File: src/rtl/sagPkg.sv
package sagPkg;
  parameter int ADDR_W       = 32;
  parameter int SCALE_W      = 2;
  parameter int SHORT_DISP_W = 8;
  localparam int SCALE_N     = 1 << SCALE_W;

  typedef struct packed {
    logic               capture;   // load result registers
    logic               toReg;     // address-only request
    logic               useBase;
    logic               useIdx;
    logic               useDisp;
    logic               wideDisp;
    logic [SCALE_W-1:0] shamt;
  } sagStrobes_t;
endpackage

File: src/rtl/sagCtrl.sv
module sagCtrl
  import sagPkg::*;
(
  input  logic               clk,
  input  logic               rstN,
  input  logic               inValid,
  input  logic               baseEn,
  input  logic               idxEn,
  input  logic               dispEn,
  input  logic               dispWide,
  input  logic [SCALE_W-1:0] scaleSel,
  input  logic               leaMode,
  output sagStrobes_t        strobes,
  output logic               outValid
);
  always_comb begin
    strobes.capture  = inValid;
    strobes.toReg    = leaMode;
    strobes.useBase  = baseEn;
    strobes.useIdx   = idxEn;
    strobes.useDisp  = dispEn;
    strobes.wideDisp = dispWide;
    strobes.shamt    = idxEn ? scaleSel : '0;
  end

  always_ff @(posedge clk or negedge rstN) begin
    if (!rstN) outValid <= 1'b0;
    else       outValid <= inValid;
  end

  // result valid exactly one cycle after the request
  p_latency_r2: assert property (@(posedge clk) disable iff (!rstN)
    inValid |=> outValid);
  p_no_spurious_r12: assert property (@(posedge clk) disable iff (!rstN)
    !inValid |=> !outValid);
endmodule

File: src/rtl/sagDatapath.sv
module sagDatapath
  import sagPkg::*;
(
  input  logic              clk,
  input  logic              rstN,
  input  sagStrobes_t       strobes,
  input  logic [ADDR_W-1:0] baseVal,
  input  logic [ADDR_W-1:0] idxVal,
  input  logic [ADDR_W-1:0] dispVal,
  output logic [ADDR_W-1:0] outAddr,
  output logic              outToReg
);
  localparam int EXT_W = ADDR_W - SHORT_DISP_W;

  logic [ADDR_W-1:0] baseTerm;
  logic [ADDR_W-1:0] idxTerm;
  logic [ADDR_W-1:0] dispShort;
  logic [ADDR_W-1:0] dispTerm;
  logic [ADDR_W-1:0] scaledIdx;
  logic [ADDR_W-1:0] shiftCand [SCALE_N];
  logic [ADDR_W-1:0] sumNext;

  assign baseTerm  = strobes.useBase ? baseVal : '0;
  assign idxTerm   = strobes.useIdx  ? idxVal  : '0;
  assign dispShort = {{EXT_W{dispVal[SHORT_DISP_W-1]}}, dispVal[SHORT_DISP_W-1:0]};

  always_comb begin
    if (!strobes.useDisp)      dispTerm = '0;
    else if (strobes.wideDisp) dispTerm = dispVal;
    else                       dispTerm = dispShort;
  end

  for (genvar s = 0; s < SCALE_N; s++) begin : g_scale
    assign shiftCand[s] = idxTerm << s;
  end

  assign scaledIdx = shiftCand[strobes.shamt];
  assign sumNext   = baseTerm + scaledIdx + dispTerm;

  always_ff @(posedge clk or negedge rstN) begin
    if (!rstN) begin
      outAddr  <= '0;
      outToReg <= 1'b0;
    end else if (strobes.capture) begin
      outAddr  <= sumNext;
      outToReg <= strobes.toReg;
    end
  end

  // results are frozen while no request is presented
  p_hold_addr_r12: assert property (@(posedge clk) disable iff (!rstN)
    !strobes.capture |=> $stable(outAddr) && $stable(outToReg));
  // with every term disabled the loaded address is zero
  p_all_off_r10: assert property (@(posedge clk) disable iff (!rstN)
    (strobes.capture && !strobes.useBase && !strobes.useIdx && !strobes.useDisp)
      |=> outAddr == '0);
endmodule

File: src/rtl/scaledAddrGen.sv
module scaledAddrGen
  import sagPkg::*;
(
  input  logic               clk,
  input  logic               rstN,
  input  logic               inValid,
  input  logic [ADDR_W-1:0]  baseVal,
  input  logic               baseEn,
  input  logic [ADDR_W-1:0]  idxVal,
  input  logic               idxEn,
  input  logic [SCALE_W-1:0] scaleSel,
  input  logic [ADDR_W-1:0]  dispVal,
  input  logic               dispWide,
  input  logic               dispEn,
  input  logic               leaMode,
  output logic               outValid,
  output logic [ADDR_W-1:0]  outAddr,
  output logic               outToReg
);
  sagStrobes_t strobes;

  sagCtrl u_ctrl (
    .clk(clk), .rstN(rstN), .inValid(inValid),
    .baseEn(baseEn), .idxEn(idxEn), .dispEn(dispEn), .dispWide(dispWide),
    .scaleSel(scaleSel), .leaMode(leaMode),
    .strobes(strobes), .outValid(outValid)
  );

  sagDatapath u_dp (
    .clk(clk), .rstN(rstN), .strobes(strobes),
    .baseVal(baseVal), .idxVal(idxVal), .dispVal(dispVal),
    .outAddr(outAddr), .outToReg(outToReg)
  );

  // destination flag follows the mode of the request
  p_dest_r11: assert property (@(posedge clk) disable iff (!rstN)
    inValid |=> outToReg == $past(leaMode));
  // reset clears the outputs
  p_reset_r1: assert property (@(posedge clk)
    !rstN |=> !outValid && outAddr == '0 && !outToReg);
endmodule

File: config.mk
export PLATFORM = sky130hd
export DESIGN_NAME = scaledAddrGen
export DESIGN_NICKNAME = d
export VERILOG_FILES = /design/src/rtl/sagPkg.sv /design/src/rtl/sagCtrl.sv /design/src/rtl/sagDatapath.sv /design/src/rtl/scaledAddrGen.sv
export SDC_FILE = /design/constraint.sdc
export NUM_CORES = 1
export LEC_CHECK = 0
export ABC_AREA = 0
export BUFFER_PORTS_ARGS = -buffer_cell sky130_fd_sc_hd__buf_2
export CORE_UTILIZATION = 54
export DETAILED_ROUTE_END_ITERATION = 10
export PLACE_DENSITY = 0.88
export SETUP_SLACK_MARGIN = 0.02
export SYNTH_ARGS = -nofsm -noshare
export SYNTH_HDL_FRONTEND = slang
export SYNTH_HIERARCHICAL = 1
export SYNTH_SLANG_ARGS = --single-unit
File: constraint.sdc
create_clock -name clk -period 2.4 [get_ports clk]
set_clock_uncertainty 0.05 [all_clocks]
set_input_delay 0.36 -clock clk [delete_from_list [all_inputs] [get_ports clk]]
set_output_delay 0.36 -clock clk [all_outputs]
set_load 0.05 [all_outputs]
==> results.txt, run 1 <==
----------------------------------------------------
[Critical path]
  Category of the worst setup path capture point ... flop
  Cell type group with the largest total delay on the critical path ... compound AO/OA/AOI/OAI gates
  Count of buffering cells on the critical path with inverters included ... 6
  Worst setup path category ... in2reg
  Type of element launching the critical path ... input port
  Largest fanout on the critical path ... 6
  Largest incremental delay on the critical path ... 0.48 ns
  Critical-path cell list ... buf_8, and2_4, buf_6, mux2i_1, nand2_1, nand3_2, fa_1, inv_2, ha_4, a21oi_1, o21ai_2, a41oi_2, buf_4, buf_6, o21ai_4, buf_6, xor2_2, mux2_4
  WP data required ... 2.63 ns
  Slowest cell on crit path ... fa_1
  Data arrival time at the worst-slack endpoint ... 4.07 ns
  Cell with the most instances on the worst path ... buf_6

[STA]
  Highest clock rate ... 0.261 GHz
  Max-slew violation count ... 0
  Fin Setup TNS ... -32.85 ns
  Worst relative slew slack ... 39.9%
  RSZ-0062 raised after global routing ... true
  Period utilization ... 160%
  Final worst setup slack ... -1.44 ns
  Period minus WS final ... 3.84 ns
  Setup violation total in the final timing report ... 29
  Final hold violation count ... 0
  Worst-margin pin slew ... 0.902 ns

[Synth]
  Sequential-to-total area share from yosys stat ... 16.6%
  Ys Warns ... 6
  EDFF count, synth ... 0
  Prevailing post-synth register cell ... dfrtp_1
  Post-synth net total ... 827
  Most common cell in the netlist ... nand2_1
  Post-synth top cells ... 115 x nand2_1, 66 x inv_1, 42 x nand3_1, 36 x a21oi_1, 36 x o21ai_0
  Mean instance size in the synthesized netlist ... 7.79 um2
  Post-Synthesis Cell Area ... 0.00513 mm2
  Proportion of netlist area held by the largest area contributor ... 16.6%
  Top area cells in the synthesized netlist ... dfrtp_1 17%, fa_1 12%, nand2_1 8.4%
  FFs w/ async S/R, synth ... 100%
  Synthesized instance count ... 659
  Unique masters post-synth ... 58
  Cell type with the largest total area after synthesis ... dfrtp_1
  Count of state elements after synthesis ... 34

[Outcome]
  Run status ... finished, violations left
  Failing checks ... negative setup slack

[Clock tree]
  TritonCTS sink count ... 34
  TritonCTS Buffers ... 5
  Clock Pin Slew Worst Setup and Hold Paths ... 0.12 ns
  Clock buffer depth ... 2
  H-tree levels ... 2
  Cell at the root of the clock tree ... clkbuf_8
  Clock latency at the later pin of the worst-skew pair ... 0.33 ns
  CTS tree ... done

[Global routing]
  Overall global routing resource usage ... 41.2%
  Via count of the first global-routing pass ... 6404
  Remaining global-route overflow ... 0
  Wire length of the first global-routing pass ... 31400 um
  Largest net degree at the start of global routing ... 35
  Initial antenna violation count ... 1

[Job]
  Max-capacitance violation count ... 0

[Layout]
  Core utilization of the finished layout ... 87.0%
  Number of nets in the layout ... 1078
  Final-layout fill cell count ... 445
  Ratio of cells with drive above 1 in the final layout ... 49.2%
  Relative area change from synthesis to final layout ... 56.7%
  Final cell count without fillers ... 1041

[Drt]
  Detailed-routed wire length on met3 ... 3760 um
  Wirelength, routed ... 26700 um
  Number of antenna-violating nets in the routed design ... 0
  Post-route met1 wirelength ... 8290 um
  Detail-routed net length per standard cell ... 25.6 um
  Iteration-0 DRC Markers ... 926
  Routed met2 length ... 11500 um
  Detailed-route vias per instance ... 6.67
  DRC violations left ... 0
  Highest routed metal layer ... met4
  First-pass iteration count of the detailed router ... 7
  Routed via count ... 6946

[Floorplan]
  Number of placement rows ... 35
  Die Span X ... 99.5 um
  Die height ... 99.5 um
  I/O pins ... 140
  Starting utilization of the core area ... 55.5%
  Die area ... 0.00990 mm2
  Core Footprint ... 0.00924 mm2

[Placed design]
  Detail Placement HPWL ... 13800 um
  Placer's final routability congestion estimate ... 0.987
  Cell count after placement ... 1008
  Port Buffers ... 139

[Hold path]
  HP Class ... in2async

[Power]
  Power density normalized to cell area ... 704 mW/mm2
  Sum of internal, switching and leakage power ... 5.66 mW
  Leakage power figure ... 3.98 nW
  Maximum resistive drop on vdd ... 0.622 mV

----------------------------------------------------
stage by stage:
step / area (um2) / hold WS (ns) / setup WS, ns
2_1_floorplan: 5400 / 0.0144 / -1.12
3_3_place_gp: 6940 / 0.412 / -1.27
3_5_place_dp: 6940 / 0.422 / -1.38
4_1_cts: 7620 / 0.101 / -0.912
5_1_grt: 8040 / 0.160 / -1.43
6_report: 8040 / 0.0921 / -1.44
registers in the layout, indices dropped and copies added (netlist names):
name and cells:
u_dp/outToReg 1, u_dp/outAddr 32, u_ctrl/outValid 1
kinds of logic after synthesis:
group / Yosys count / share of synthesized area (%)
xor+xnor: 27 / 4.61
fa+ha+maj: 62 / 19.8
flops: 34 / 16.6
mux: 57 / 11.8
simple gates: 237 / 21.5
buf+inv: 108 / 8.46
compound gates: 134 / 17.3
worst paths after layout:
kind | from | end | slack, ns | cells after the start
min in group clk | leaMode | u_dp/outToReg$_DFFE_PN0P_ | 0.24 | 2
worst min register to register | u_dp/outAddr[30]$_DFFE_PN0P_ | u_dp/outAddr[30]$_DFFE_PN0P_ | 0.46 | 1
max in group asynchronous | rstN | u_dp/outAddr[31]$_DFFE_PN0P_ | 1.60 | 1
worst min-delay path | rstN | u_dp/outAddr[5]$_DFFE_PN0P_ | 0.09 | 1
worst max register to register | u_dp/outAddr[24]$_DFFE_PN0P_ | u_dp/outAddr[24]$_DFFE_PN0P_ | 1.34 | 2
worst max-delay path | idxEn | u_dp/outAddr[11]$_DFFE_PN0P_ | -1.44 | 18
where the power goes:
group	switching [mW]	internal, mW
sequential	0.140	0.782
clock	0.285	0.233
combinational	2.59	1.63
repair_timing:
item,CTS,global route
gates cloned,1,0
endpoints found under the setup margin,28,29
endpoints found under the hold margin,0,0
buffers inserted,13,13
hold buffers,0,0
resized for setup,106,68
pin swaps,44,34
per-layer routing:
layer  track usage, %  up-vias
li1                 -     2721
met1             43.6     3139
met2             74.8      764
met3             7.73      322
met4             26.7        0
met5                0        -
cell type report:
cell class / count / area, um2 / area share, %
repair buffers: 285 / 1930 / 24.0
clock inverters: 1 / 5.00 / 0.0622
flip-flops and latches: 34 / 851 / 10.6
clock buffers: 7 / 86.3 / 1.07
well taps: 129 / 161 / 2.01
multi-input cells: 518 / 4760 / 59.2
diodes: 1 / 2.50 / 0.0311
inverters: 66 / 248 / 3.08
layout by cell type, fill, tap and decap left out, types with 15 or more instances in the layout:
cell type and count:
buf_2 137, mux2i_1 20, o21ai_0 25, and2_1 27
nand3_1 30, nor2_1 16, fa_1 31, a21oi_1 21
dfrtp_1 34, buf_4 119, nand2_1 109, buf_6 26
ha_4 16, inv_1 55, xnor2_1 15
No activity file was read; power rests on OpenSTA's default activity.
==> run 2: changes to the inputs <==
- CELL_PAD_IN_SITES_DETAIL_PLACEMENT: not set -> 0
- CELL_PAD_IN_SITES_GLOBAL_PLACEMENT: not set -> 1
- CORE_UTILIZATION: 54 -> 42
- PLACE_DENSITY: 0.88 -> 0.94
- SETUP_SLACK_MARGIN: 0.02 -> not set
- SKIP_LAST_GASP: not set -> 1
==> run 2 against run 1 <==
  * The flow still finishes with violations (negative setup slack)
  * Fmax up 13%
  * Clock power up 32%
  * Wire length down 27%
  * Critical path type unchanged
  * Critical endpoint is now u_dp/outAddr[13]$_DFFE_PN0P_
==> results.txt, run 2 (synthesis gave the netlist of run 1 again) <==
----------------------------------------------------
[Outcome]
  Run status ... finished, violations left
  Failing checks ... negative setup slack

[Power]
  Power Internal ... 2.75 mW (+3.7%)
  Sum of internal, switching and leakage power ... 5.38 mW (-4.9%)
  Proportion of power drawn by flip-flops and latches ... 16.7% (+0.4 points)
  Switching share of power ... 49.0% (-4.2 points)
  Relative contribution of the clock network to total power ... 12.7% (+3.5 points)
  Combinational power share ... 70.7% (-3.9 points)
  Maximum resistive drop on vdd ... 0.416 mV (-33%)
  Power density normalized to cell area ... 666 mW/mm2 (-5.4%)
  Switching power total ... 2.64 mW (-12%)
  Leakage power figure ... 3.94 nW (-1.1%)

[Drt]
  Number of antenna-violating nets in the routed design ... 0 (unchanged)
  DRC violations left ... 0 (unchanged)
  Routed via count ... 6002 (-14%)
  Iteration-0 DRC Markers ... 355 (-62%)
  Detailed-route vias per instance ... 5.72 (-14%)
  First-pass iteration count of the detailed router ... 5 (-2)
  Wirelength, routed ... 19400 um (-27%)
  Detail-routed net length per standard cell ... 18.5 um (-28%)

[Placed design]
  Placer's final routability congestion estimate ... 1.05 (+6.0%)
  Port Buffers ... 139 (unchanged)
  Detail Placement HPWL ... 13500 um (-2.3%)
  Area after DPL ... 0.00694 mm2 (unchanged)

[STA]
  Max-slew violation count ... 0 (unchanged)
  Worst relative slew slack ... 44.1% (+4.2 points)
  Fin Setup TNS ... -23.48 ns (+9.36 ns)
  Highest clock rate ... 0.293 GHz (+13%)
  Setup violation total in the final timing report ... 28 (-3.4%)
  Final worst setup slack ... -1.01 ns (+0.427 ns)
  Worst-margin pin slew ... 0.839 ns (-0.0632 ns)
  Period minus WS final ... 3.41 ns (-0.427 ns)
  RSZ-0062 raised after global routing ... true
  Period utilization ... 142% (-18 points)
  Final hold violation count ... 0 (unchanged)
  WHS ... 0.119 ns (+0.0272 ns)

[Critical path]
  Slowest cell on crit path ... fa_1
  Type of element launching the critical path ... input port
  Reg-to-reg endpoint ... u_dp/outAddr[31]$_DFFE_PN0P_
  Data arrival time at the worst-slack endpoint ... 3.53 ns (-0.54 ns)
  Cell with the most instances on the worst path ... buf_4
  Largest fanout on the critical path ... 5 (-1)
  WP data required ... 2.52 ns (-0.11 ns)
  Count of buffering cells on the critical path with inverters included ... 4 (-2)
  R2r startpoint ... u_dp/outAddr[31]$_DFFE_PN0P_
  Minimum setup slack among reg-to-reg paths ... 1.30 ns (-0.04 ns)
  Worst Reg-to-Reg Cells ... 3 (+1)
  Cell type group with the largest total delay on the critical path ... adder cells
  Largest incremental delay on the critical path ... 0.50 ns (+0.02 ns)
  Category of the worst setup path capture point ... flop
  Critical-path cell list ... buf_6, and2_4, mux2_4, nand3_2, fa_1, inv_2, ha_4, fa_2, a211oi_4, buf_4, nor2_4, a41oi_4, buf_4, o21ai_2, a31oi_1, xnor2_1, mux2_2
  Number of cells on the critical path ... 17 (-1)
  Worst setup path category ... in2reg

[Global routing]
  Overall global routing resource usage ... 28.4% (-13 points)
  Initial antenna violation count ... 0 (-1)
  Wire length of the first global-routing pass ... 28600 um (-9.1%)
  Remaining global-route overflow ... 0 (unchanged)
  Via count of the first global-routing pass ... 6232 (-2.7%)
  Largest net degree at the start of global routing ... 35 (unchanged)

[Floorplan]
  Die height ... 113 um (+13%)
  I/O pins ... 140 (unchanged)
  Die Span X ... 113 um (+13%)
  Core Footprint ... 0.0120 mm2 (+29%)
  Starting utilization of the core area ... 42.9% (-13 points)
  Number of placement rows ... 40 (+14%)
  Die area ... 0.0127 mm2 (+28%)

[Layout]
  Leading cell type in the layout, fill and taps excluded ... buf_2
  Flip-flop count of the largest register, all copies and words added ... 32 (unchanged)
  Number of nets in the layout ... 1069 (-0.83%)
  Top library cells by usage in the layout, fill and taps aside ... 137 x buf_2, 117 x buf_4, 105 x nand2_1
  Multi-input logic area ... 0.00476 mm2 (about the same)
  FF+latch area ... 851 um2 (unchanged)
  Final-layout fill cell count ... 888 (+100%)
  Total inserted antenna cells ... 0 (-1)
  Relative area change from synthesis to final layout ... 57.5%
  Ratio of cells with drive above 1 in the final layout ... 50.0% (+0.82 points)
  Summed area of non-filler cells in the final layout ... 0.00808 mm2 (+0.53%)
  Largest regs ... u_dp/outAddr: 32 flops, u_ctrl/outValid: 1 flops, u_dp/outToReg: 1 flops
  Register name with the most flops ... u_dp/outAddr

[Clock tree]
  Clock buffer depth ... 2 (unchanged)
  Clock latency at the later pin of the worst-skew pair ... 0.29 ns (-0.04 ns)
  Clock Pin Slew Worst Setup and Hold Paths ... 0.06 ns (-0.06 ns)
  TritonCTS Buffers ... 5 (unchanged)
  Cts hold-fix bufs ... 0 (unchanged)
  CTS tree ... done
  TritonCTS sink count ... 34 (unchanged)
  H-tree levels ... 2 (unchanged)
  Cell at the root of the clock tree ... clkbuf_16

[Hold path]
  HP Class ... in2async

[Job]
  Max-capacitance violation count ... 0 (unchanged)

----------------------------------------------------
==> run 2: cell count changes in the layout (fill, tap and decap cells not counted), sizes merged <==
cell	before	now
buf	285	276
diode	1	0
==> run 2: worst max path at each step <==
| stage | end | startpoint | slack [ns] |
|---|---|---|---|
| 2_1_floorplan | u_dp/outAddr[31]$_DFFE_PN0P_ | scaleSel[0] | -1.12 |
| 3_3_place_gp | u_dp/outAddr[28]$_DFFE_PN0P_ | idxEn | -1.27 |
| 3_5_place_dp | u_dp/outAddr[31]$_DFFE_PN0P_ | idxEn | -1.36 |
| 4_1_cts | u_dp/outAddr[31]$_DFFE_PN0P_ | idxEn | -1.01 |
| 5_1_grt | u_dp/outAddr[21]$_DFFE_PN0P_ | scaleSel[0] | -1.12 |
| 6_report | u_dp/outAddr[13]$_DFFE_PN0P_ | scaleSel[0] | -1.01 |
==> run 2: layer usage <==
metal,GRT usage [%],wire length (um)
met5,0,0
met1,32.1,7110
met3,3.51,1190
met2,52.6,10000
met4,14.0,1050
==> run 2: worst reg2reg max path: cells and delay by family (launching register included) <==
kind | cells | cell delay (ns)
compound gates | 1 | 0.06
mux | 1 | 0.31
simple gates | 1 | 0.16
flops | 1 | 0.41
==> run 2: layout make-up <==
type | instances | share of cell area (%)
clock buffer | 7 | 1.76
sequential | 34 | 10.5
multi-input combinational | 518 | 58.9
clock inverter | 1 | 0.0619
inverter | 66 | 3.06
timing repair buffer | 276 | 23.4
tap | 147 | 2.28
==> run 2: power by group through the flow <==
stage | Combinational, mW | Sequential, mW | Clock, mW
2_1_floorplan | 1.37 | 1.64 | 0
5_1_grt | 4.01 | 0.924 | 0.708
3_5_place_dp | 3.14 | 0.902 | 0
4_1_cts | 3.39 | 0.895 | 0.688
6_report | 3.81 | 0.897 | 0.683
3_3_place_gp | 3.08 | 0.899 | 0
==> run 2: stage by stage <==
stage / utilization (%) / setup WS, ns / cells
2_1_floorplan: - / -1.12 / 659
3_3_place_gp: 58.0 / -1.27 / 1018
3_5_place_dp: 58.0 / -1.36 / 1018
4_1_cts: 63.1 / -1.01 / 1042
5_1_grt: 67.6 / -1.12 / 1049
6_report: 67.6 / -1.01 / 1049
==> run 2: timing repair <==
item,CTS,global route
setup buffers,14,7
gates resized for setup,68,92
pin swaps,31,54
setup endpoints to repair,28,29
cloned,3,0
